## src/rtl/cfg_dma_pkg.sv

```systemverilog
package cfg_dma_pkg;

    localparam int DESC_BYTES   = 16;
    localparam int STATUS_BYTES = 4;
    localparam int FIELD_W      = 32;
    localparam int DADDR_W      = 64;
    localparam int IDX_W        = $clog2(DESC_BYTES);

    // control word bit positions
    localparam int CB_ERR  = 0;
    localparam int CB_READ = 1;
    localparam int CB_SKIP = 2;
    localparam int CB_SEL  = 3;

    typedef enum logic [3:0] {
        ST_IDLE,
        ST_FETCH_REQ,
        ST_FETCH_WAIT,
        ST_DECODE,
        ST_SELECT,
        ST_MOVE,
        ST_MOVE_WAIT,
        ST_STATUS_REQ,
        ST_STATUS_WAIT
    } dma_state_e;

    typedef enum logic [1:0] {
        OP_NONE,
        OP_READ,
        OP_SKIP
    } dma_op_e;

endpackage

```

## src/rtl/cfg_dma_trigger.sv

```systemverilog
module cfg_dma_trigger
    import cfg_dma_pkg::*;
(
    input  logic               clk,
    input  logic               rst_n,
    input  logic               reg_wr,
    input  logic [2:0]         reg_off,
    input  logic [3:0]         reg_size,
    input  logic [63:0]        reg_wdata,
    input  logic               busy,
    output logic               start,
    output logic [DADDR_W-1:0] start_addr
);

    localparam int HALF_W = DADDR_W / 2;

    logic [DADDR_W-1:0] addr_q;
    logic               wr_hi;
    logic               wr_lo;
    logic               wr_full;

    always_comb begin
        wr_hi   = reg_wr && !busy && (reg_size == 4'd4) && (reg_off == 3'd0);
        wr_lo   = reg_wr && !busy && (reg_size == 4'd4) && (reg_off == 3'd4);
        wr_full = reg_wr && !busy && (reg_size == 4'd8) && (reg_off == 3'd0);
        start   = wr_lo || wr_full;
        if (wr_full) begin
            start_addr = reg_wdata;
        end else begin
            start_addr = addr_q | {{HALF_W{1'b0}}, reg_wdata[HALF_W-1:0]};
        end
    end

    always_ff @(posedge clk or negedge rst_n) begin
        if (!rst_n) begin
            addr_q <= '0;
        end else if (start) begin
            addr_q <= '0;
        end else if (wr_hi) begin
            addr_q <= {reg_wdata[HALF_W-1:0], {HALF_W{1'b0}}};
        end
    end

endmodule

```

## src/rtl/cfg_dma_sig.sv

```systemverilog
module cfg_dma_sig #(
    parameter logic [63:0] SIGNATURE = 64'h4346_4744_4D41_2121
) (
    input  logic [2:0]  reg_off,
    input  logic [3:0]  reg_size,
    output logic [63:0] reg_rdata
);

    logic [3:0]  end_b;
    logic [3:0]  tail_b;
    logic [6:0]  shamt;
    logic [63:0] shifted;
    logic        legal;

    always_comb begin
        end_b   = {1'b0, reg_off} + reg_size;
        tail_b  = 4'd8 - end_b;
        shamt   = {tail_b[3:0], 3'b000};
        shifted = SIGNATURE >> shamt;
        legal   = (end_b <= 4'd8);
        reg_rdata = '0;
        if (legal) begin
            case (reg_size)
                4'd1:    reg_rdata = {56'b0, shifted[7:0]};
                4'd2:    reg_rdata = {48'b0, shifted[15:0]};
                4'd4:    reg_rdata = {32'b0, shifted[31:0]};
                4'd8:    reg_rdata = shifted;
                default: reg_rdata = '0;
            endcase
        end
    end

endmodule

```

## src/rtl/cfg_dma_core.sv

```systemverilog
module cfg_dma_core
    import cfg_dma_pkg::*;
(
    input  logic               clk,
    input  logic               rst_n,
    input  logic               start,
    input  logic [DADDR_W-1:0] start_addr,
    output logic               busy,
    output logic               mem_req,
    output logic               mem_we,
    output logic [DADDR_W-1:0] mem_addr,
    output logic [7:0]         mem_wdata,
    input  logic               mem_ack,
    input  logic               mem_err,
    input  logic [7:0]         mem_rdata,
    output logic               item_sel,
    output logic [15:0]        item_key,
    input  logic               item_ok,
    input  logic [FIELD_W-1:0] item_len,
    output logic [FIELD_W-1:0] item_off,
    input  logic [7:0]         item_byte
);

    localparam int SR_W = 8 * DESC_BYTES;

    dma_state_e          state_q, state_d;
    dma_op_e             op_q;
    logic [IDX_W-1:0]    idx_q;
    logic [SR_W-1:0]     desc_q;
    logic [DADDR_W-1:0]  base_q;
    logic [DADDR_W-1:0]  tgt_q;
    logic [FIELD_W-1:0]  remain_q;
    logic [FIELD_W-1:0]  off_q;
    logic                err_q;

    logic [FIELD_W-1:0]  ctrl_w;
    logic [FIELD_W-1:0]  len_w;
    logic [DADDR_W-1:0]  tgt_w;
    logic                in_item;
    logic [FIELD_W-1:0]  item_rem;
    logic [FIELD_W-1:0]  skip_n;
    logic                fetch_last;
    logic                status_last;

    always_comb begin
        ctrl_w      = desc_q[SR_W-1 -: FIELD_W];
        len_w       = desc_q[SR_W-FIELD_W-1 -: FIELD_W];
        tgt_w       = desc_q[DADDR_W-1:0];
        in_item     = item_ok && (off_q < item_len);
        item_rem    = item_len - off_q;
        skip_n      = (in_item && (item_rem < remain_q)) ? item_rem : remain_q;
        fetch_last  = (idx_q == IDX_W'(DESC_BYTES - 1));
        status_last = (idx_q == IDX_W'(STATUS_BYTES - 1));
    end

    // next state
    always_comb begin
        state_d = state_q;
        unique case (state_q)
            ST_IDLE:        if (start) state_d = ST_FETCH_REQ;
            ST_FETCH_REQ:   state_d = ST_FETCH_WAIT;
            ST_FETCH_WAIT:  if (mem_ack) begin
                                if (mem_err)         state_d = ST_STATUS_REQ;
                                else if (fetch_last) state_d = ST_DECODE;
                                else                 state_d = ST_FETCH_REQ;
                            end
            ST_DECODE:      state_d = ctrl_w[CB_SEL] ? ST_SELECT : ST_MOVE;
            ST_SELECT:      state_d = ST_MOVE;
            ST_MOVE:        if (remain_q == '0)     state_d = ST_STATUS_REQ;
                            else if (op_q == OP_READ) state_d = ST_MOVE_WAIT;
            ST_MOVE_WAIT:   if (mem_ack) state_d = mem_err ? ST_STATUS_REQ : ST_MOVE;
            ST_STATUS_REQ:  state_d = ST_STATUS_WAIT;
            ST_STATUS_WAIT: if (mem_ack) state_d = status_last ? ST_IDLE : ST_STATUS_REQ;
            default:        state_d = ST_IDLE;
        endcase
    end

    // state register
    always_ff @(posedge clk or negedge rst_n) begin
        if (!rst_n) state_q <= ST_IDLE;
        else        state_q <= state_d;
    end

    // datapath registers
    always_ff @(posedge clk or negedge rst_n) begin
        if (!rst_n) begin
            op_q     <= OP_NONE;
            idx_q    <= '0;
            desc_q   <= '0;
            base_q   <= '0;
            tgt_q    <= '0;
            remain_q <= '0;
            off_q    <= '0;
            err_q    <= 1'b0;
        end else begin
            unique case (state_q)
                ST_IDLE: if (start) begin
                    base_q <= start_addr;
                    idx_q  <= '0;
                    err_q  <= 1'b0;
                end
                ST_FETCH_WAIT: if (mem_ack) begin
                    if (mem_err) begin
                        err_q <= 1'b1;
                        idx_q <= '0;
                    end else begin
                        desc_q <= {desc_q[SR_W-9:0], mem_rdata};
                        idx_q  <= idx_q + 1'b1;
                    end
                end
                ST_DECODE: begin
                    tgt_q <= tgt_w;
                    if (ctrl_w[CB_READ]) begin
                        op_q     <= OP_READ;
                        remain_q <= len_w;
                    end else if (ctrl_w[CB_SKIP]) begin
                        op_q     <= OP_SKIP;
                        remain_q <= len_w;
                    end else begin
                        op_q     <= OP_NONE;
                        remain_q <= '0;
                    end
                end
                ST_SELECT: off_q <= '0;
                ST_MOVE: begin
                    if (remain_q == '0) begin
                        idx_q <= '0;
                    end else if (op_q != OP_READ) begin
                        remain_q <= remain_q - skip_n;
                        tgt_q    <= tgt_q + DADDR_W'(skip_n);
                        if (in_item) off_q <= off_q + skip_n;
                    end
                end
                ST_MOVE_WAIT: if (mem_ack) begin
                    if (mem_err) begin
                        err_q <= 1'b1;
                        idx_q <= '0;
                    end else begin
                        remain_q <= remain_q - 1'b1;
                        tgt_q    <= tgt_q + 1'b1;
                        if (in_item) off_q <= off_q + 1'b1;
                    end
                end
                ST_STATUS_WAIT: if (mem_ack) idx_q <= idx_q + 1'b1;
                default: ;
            endcase
        end
    end

    // outputs
    always_comb begin
        busy      = (state_q != ST_IDLE);
        mem_req   = 1'b0;
        mem_we    = 1'b0;
        mem_addr  = base_q + DADDR_W'(idx_q);
        mem_wdata = '0;
        item_sel  = 1'b0;
        item_key  = ctrl_w[FIELD_W-1 -: 16];
        item_off  = off_q;
        unique case (state_q)
            ST_FETCH_REQ:  mem_req = 1'b1;
            ST_SELECT:     item_sel = 1'b1;
            ST_MOVE: if (op_q == OP_READ && remain_q != '0) begin
                mem_req   = 1'b1;
                mem_we    = 1'b1;
                mem_addr  = tgt_q;
                mem_wdata = in_item ? item_byte : 8'h00;
            end
            ST_STATUS_REQ: begin
                mem_req   = 1'b1;
                mem_we    = 1'b1;
                mem_wdata = status_last ? {7'b0, err_q} : 8'h00;
            end
            default: ;
        endcase
    end

endmodule

```

## src/rtl/cfg_dma_engine.sv

```systemverilog
module cfg_dma_engine
    import cfg_dma_pkg::*;
#(
    parameter logic [63:0] SIGNATURE = 64'h4346_4744_4D41_2121
) (
    input  logic        clk,
    input  logic        rst_n,
    input  logic        reg_wr,
    input  logic [2:0]  reg_off,
    input  logic [3:0]  reg_size,
    input  logic [63:0] reg_wdata,
    output logic [63:0] reg_rdata,
    output logic        busy,
    output logic        mem_req,
    output logic        mem_we,
    output logic [63:0] mem_addr,
    output logic [7:0]  mem_wdata,
    input  logic        mem_ack,
    input  logic        mem_err,
    input  logic [7:0]  mem_rdata,
    output logic        item_sel,
    output logic [15:0] item_key,
    input  logic        item_ok,
    input  logic [31:0] item_len,
    output logic [31:0] item_off,
    input  logic [7:0]  item_byte
);

    logic               start;
    logic [DADDR_W-1:0] start_addr;

    cfg_dma_trigger trig_i (
        .clk        (clk),
        .rst_n      (rst_n),
        .reg_wr     (reg_wr),
        .reg_off    (reg_off),
        .reg_size   (reg_size),
        .reg_wdata  (reg_wdata),
        .busy       (busy),
        .start      (start),
        .start_addr (start_addr)
    );

    cfg_dma_sig #(.SIGNATURE(SIGNATURE)) sig_i (
        .reg_off   (reg_off),
        .reg_size  (reg_size),
        .reg_rdata (reg_rdata)
    );

    cfg_dma_core core_i (
        .clk        (clk),
        .rst_n      (rst_n),
        .start      (start),
        .start_addr (start_addr),
        .busy       (busy),
        .mem_req    (mem_req),
        .mem_we     (mem_we),
        .mem_addr   (mem_addr),
        .mem_wdata  (mem_wdata),
        .mem_ack    (mem_ack),
        .mem_err    (mem_err),
        .mem_rdata  (mem_rdata),
        .item_sel   (item_sel),
        .item_key   (item_key),
        .item_ok    (item_ok),
        .item_len   (item_len),
        .item_off   (item_off),
        .item_byte  (item_byte)
    );

endmodule

```

## config.mk

```make
export PLATFORM = sky130hd
export DESIGN_NAME = cfg_dma_engine
export DESIGN_NICKNAME = d
export VERILOG_FILES = /design/src/rtl/cfg_dma_pkg.sv /design/src/rtl/cfg_dma_trigger.sv /design/src/rtl/cfg_dma_sig.sv /design/src/rtl/cfg_dma_core.sv /design/src/rtl/cfg_dma_engine.sv
export SDC_FILE = /design/constraint.sdc
export NUM_CORES = 1
export LEC_CHECK = 0
export ABC_AREA = 1
export BUFFER_PORTS_ARGS = -buffer_cell sky130_fd_sc_hd__buf_2
export CELL_PAD_IN_SITES_DETAIL_PLACEMENT = 2
export CELL_PAD_IN_SITES_GLOBAL_PLACEMENT = 2
export CORE_MARGIN = 10
export CORE_UTILIZATION = 31
export CTS_BUF_LIST = sky130_fd_sc_hd__clkbuf_8
export CTS_CLUSTER_DIAMETER = 40
export DETAILED_ROUTE_END_ITERATION = 8
export PLACE_DENSITY = 0.81
export SETUP_SLACK_MARGIN = 0.15
export SYNTH_ARGS = -nofsm -noshare
export SYNTH_HDL_FRONTEND = slang
export SYNTH_SLANG_ARGS = --single-unit
export TNS_END_PERCENT = 100
```

## constraint.sdc

```tcl
create_clock -name clk -period 5.4 [get_ports clk]
set_clock_uncertainty 0.2 [all_clocks]
set_input_delay 1.08 -clock clk [delete_from_list [all_inputs] [get_ports clk]]
set_output_delay 1.08 -clock clk [all_outputs]
set_load 0.01 [all_outputs]
```

==> flow_summary_export.csv, run 1 <==
group,metric,value,unit
run_status,status,"aborted with a tool error",
run_status,stop_stage,"5_1_grt",
run_status,stop_error,"[ERROR GRT-0232] Routing congestion too high. Check the congestion heatmap in the GUI.",
floorplan,boundaryPins,313,
global_route,gr-total-overflow,9,
clock_tree,clock-root-buffer,"clkbuf_8",
synthesis,synth.top_cell.area_share,32.0,%
synthesis,syn_inst,4073,
timing,worstEpCategory,"sequential cell input",
synthesis,yosysTopAreaCell,"dfrtp_1",
clock_tree,cts_max_level,3,
floorplan,row_count,110,
global_route,grt_max_degree,101,
clock_tree,cts_made_buffers,88,
placed_design,dp.final_hpwl,125000,um
global_route,gr-usage-all-layers,58.1,%
floorplan,start_util,31.4,%
timing,worst_endpoint,"core_i.tgt_q[24]$_DFFE_PN0P_/D",
synthesis,synth_area,0.0284,mm^2
synthesis,synth-seq-area-share,32.0,%
synthesis,syn_area_per_cell,6.97,um^2
synthesis,synth.distinct_cells,58,
placed_design,placedInstanceArea,0.0355,mm^2
clock_tree,cts_hold_buffers,0,
placed_design,place_ws,-2.10,ns
synthesis,synth_edf_count,0,
placed_design,io_buffers,285,
placed_design,gp_congestion,0.920,
synthesis,ys_ff_latch,363,
clock_tree,cts.sinks,363,
clock_tree,clock_path_buffers,3,
synthesis,ys.flop_type,"dfrtp_1",
synthesis,yosys-top-cells-area,"dfrtp_1 32%, nand2_1 11%, ha_1 7.8%",
floorplan,die_w,323,um
floorplan,die_h,323,um
synthesis,ys_warn_count,0,
synthesis,async_flop_share,100,%
synthesized netlist by cell type, types with 8 or more instances:
library cell and count:
nor3_1 80, o22ai_1 39, a21boi_0 8, dfrtp_1 363, nand4_1 56, a21oi_1 265, or2_2 19, nor4_1 35
o211ai_1 23, buf_1 18, o21a_1 15, nor2_1 421, a31oi_1 50, a21o_1 21, nand3_1 163, xor2_1 85
clkbuf_1 79, o21ai_0 421, buf_2 20, o21bai_1 13, xnor2_1 50, nor3_2 16, a22oi_1 19, mux2_2 49
nand2_1 851, buf_4 56, o21ai_1 10, inv_1 572, ha_1 176, o31ai_1 10
cell families after synthesis:
group	Yosys count	share of synthesized area, %
buf+inv	756	11.0
compound gates	921	17.9
flops	363	32.0
mux	49	1.94
other cells	1	0.0132
fa+ha+maj	182	8.18
simple gates	1666	24.8
xor+xnor	135	4.16
what timing repair did:
item,in CTS
pin swaps,233
endpoints found under the setup margin,139
cloned,5
buffers inserted,128
gates resized for setup,815
routing by layer:
layer	GRT overflow	GRT usage, %
met1	0	54.8
met2	4	79.2
met3	0	40.3
met4	5	59.4
met5	0	14.2
metrics by stage:
stage	util [%]	instances
detailed placement	39.2	5984
floorplan	-	4099
CTS	46.5	6279
global placement	39.2	5984
==> run 2: changes to the inputs <==
Settings changed: CELL_PAD_IN_SITES_DETAIL_PLACEMENT 2 to unset, CELL_PAD_IN_SITES_GLOBAL_PLACEMENT 2 to unset, CORE_UTILIZATION 31 to 40, CTS_BUF_LIST sky130_fd_sc_hd__clkbuf_8 to unset, CTS_CLUSTER_DIAMETER 40 to unset, PLACE_DENSITY 0.81 to unset, PLACE_DENSITY_LB_ADDON set to 0.15, SETUP_SLACK_MARGIN 0.15 to unset.
Clock period 5.4 ns to 7.02 ns, I/O delays scaled along.
==> flow_summary_export.csv, run 2 <==
group,metric,value,unit
run_status,status,"finished clean",
worst_hold_path,min_path_type,"reg -> reg",
synthesis,ys_warn_count,0,
timing,setup_viol,0,
floorplan,dieArea,0.0820,mm^2
drt,num_vias,29682,
timing,drv_slew,0,
synthesis,yosysTopAreaCell,"dfrtp_1",
clock_tree,clock_path_buffers,3,
clock_tree,cts_tree,"built",
clock_tree,cts_made_buffers,44,
clock_tree,cts.sinks,363,
cells_and_area,areaGrowthSynthToFinish,27.5,%
floorplan,start_util,40.5,%
synthesis,synth.top_cell.area_share,32.0,%
clock_tree,cts_hold_buffers,0,
synthesis,synth.most_common_cell,"nand2_1",
worst_setup_path,critPathLaunchType,"input pin",
cells_and_area,final_common_cell,"nand2_1",
floorplan,die_w,286,um
cells_and_area,largest_reg_flops,128,
cells_and_area,final_cell_mix,"837 x nand2_1, 566 x inv_1, 506 x buf_4",
floorplan,coreArea,0.0701,mm^2
synthesis,synth-seq-area-share,32.0,%
synthesis,synth_edf_count,0,
worst_setup_path,end_kind,"flop",
floorplan,row_count,97,
drt,drt_wl_total,113000,um
cells_and_area,n_antenna_cell,0,
drt,via_per_inst,5.17,
worst_setup_path,cp.arrival,6.98,ns
global_route,antenna_found_initial,1,
cells_and_area,reg.largest.list,"core_i.desc_q x128, core_i.base_q x64, core_i.tgt_q x64",
placed_design,dp.final_hpwl,91100,um
floorplan,boundaryPins,313,
worst_setup_path,max_stage_delay,0.34,ns
pwr,total_power,21.8,mW
clock_tree,cts_max_level,2,
drt,top_layer_used,"met4",
worst_setup_path,cp_max_fo,11,
worst_setup_path,crit_start,"item_len[3]",
synthesis,synth.distinct_cells,58,
placed_design,io_buffers,285,
clock_tree,cts.clk_slew.worst_paths,0.06,ns
timing,final_hold_viol_count,0,
timing,rsz0062_at_grt,"yes",
synthesis,synth_area,0.0284,mm^2
timing,worst_slack,0.338,ns
drt,first_pass_iters,6,
timing,final.min_clock_period,6.68,ns
timing,worst_pin_slew,1.09,ns
synthesis,async_flop_share,100,%
global_route,grt_max_degree,137,
placed_design,place_ws,-0.739,ns
synthesis,syn_inst,4073,
cells_and_area,drive_gt1_share,22.8,%
cells_and_area,utilization,51.6,%
synthesis,syn_area_per_cell,6.97,um^2
worst_setup_path,slowest_stage,"ha_1",
worst_setup_path,crit_required,7.32,ns
pwr,power.density,601,mW/mm^2
clock_tree,clk_latency,0.60,ns
global_route,gr-total-overflow,0,
drt,drc,0,
worst_setup_path,r2r-start,"core_i.item_off[3]$_DFFE_PN0P_",
drt,wire_per_inst,19.6,um
synthesis,yosys-top-cells-area,"dfrtp_1 32%, nand2_1 11%, ha_1 7.8%",
cells_and_area,fillCellCount,7214,
global_route,grt_pass1_wl,171000,um
drt,route.met3.wl,5250,um
floorplan,die_h,286,um
worst_setup_path,critPathKind,"in -> reg",
placed_design,gp_congestion,0.990,
worst_hold_path,min_from,"core_i.desc_q[59]$_DFFE_PN0P_",
synthesis,synth_commonest_cells,"851 x nand2_1, 572 x inv_1, 421 x nor2_1, 421 x o21ai_0, 363 x dfrtp_1",
job,drv_cap,0,
synthesis,ys_ff_latch,363,
timing,fmax,0.150,GHz
drt,wl_met2,54400,um
clock_tree,clock-root-buffer,"clkbuf_16",
drt,wl_met1,48000,um
synthesis,ys.flop_type,"dfrtp_1",
pwr,p_leak,18.0,nW
cells_and_area,nets,5072,
timing,slew_headroom,26.9,%
drt,final_antenna_net_count,0,
timing,period_share,95.2,%
pwr,ir_drop,0.000277,V
global_route,gr-usage-all-layers,26.6,%
cells_and_area,largest_register,"core_i.desc_q",
global_route,grt_pass1_vias,29456,
drt,drtIter0Drc,2188,
[run 2: worst max-delay path: cells and delay by family]
family	cells	cell delay [ns]
AND/OR/NAND/NOR	17	2.03
AO/OA/AOI/OAI	8	1.44
buffers and inverters	9	0.97
adder cells (fa/ha/maj)	3	0.90
XOR/XNOR	1	0.19
[run 2: area by class of cell]
cell class,instances,area [um^2],share of cell area [%]
clock buffer,62,1320,3.65
clock inverter,19,246,0.681
inverter,579,2180,6.01
multi-input combinational,2980,16900,46.6
sequential,363,9080,25.1
tap,940,1180,3.25
timing repair buffer,797,5330,14.7
[run 2: cells by family (layout without fill, tap and decap cells)]
group | count (synthesis) | in the layout | synth area share, %
other | 1 | 27 | 0.0132
AOI/OAI and AO/OA | 921 | 921 | 17.9
and+or+nand+nor | 1666 | 1666 | 24.8
DFF | 363 | 363 | 32.0
xor gates and xnor gates | 135 | 135 | 4.16
adders and majority gates | 182 | 182 | 8.18
muxes | 49 | 49 | 1.94
buffers and inverters | 756 | 1457 | 11.0
[run 2: final timing paths]
check	to	slack [ns]	cells past startpoint
max reg2reg	core_i.remain_q[31]$_DFFE_PN0P_	0.78	38
min reg2reg	core_i.desc_q[59]$_DFFE_PN0P_	0.28	2
min in group asynchronous	core_i.idx_q[0]$_DFFE_PN0P_	0.65	1
max	core_i.remain_q[31]$_DFFE_PN0P_	0.34	38
min	core_i.desc_q[59]$_DFFE_PN0P_	0.28	2
max in group asynchronous	core_i.tgt_q[49]$_DFFE_PN0P_	4.67	2
[run 2: where the power goes]
group          internal [mW]  total [mW]  switching (mW)
Combinational           6.87        15.7            8.79
Sequential              2.84        3.60           0.754
Clock                   1.50        2.50           0.998
[run 2: timing repair]
item	4_1_cts	5_1_grt
endpoints found under the setup margin	15	100
setup buffers	1	8
pin swaps	1	40
endpoints found under the hold margin	0	0
gates resized for setup	7	161
[run 2: layer usage]
metal | track usage [%] | up-vias
met2 | 46.7 | 816
met1 | 32.8 | 13903
met4 | 10.8 | 0
met3 | 3.15 | 179
met5 | 0 | -
li1 | - | 14784
[run 2: stage by stage]
| step | std cells | area [um^2] | TNS, ns | hold WS (ns) |
|---|---|---|---|---|
| floorplan | 4099 | 28500 | 0 | 0.248 |
| global placement | 5650 | 34000 | -40.88 | 0.264 |
| detailed placement | 5650 | 34000 | -43.43 | 0.267 |
| CTS | 5732 | 35600 | 0 | 0.284 |
| global route | 5740 | 36200 | -0.666 | 0.301 |
| finish | 5740 | 36200 | 0 | 0.281 |
No activity file was read; power rests on OpenSTA's default activity.
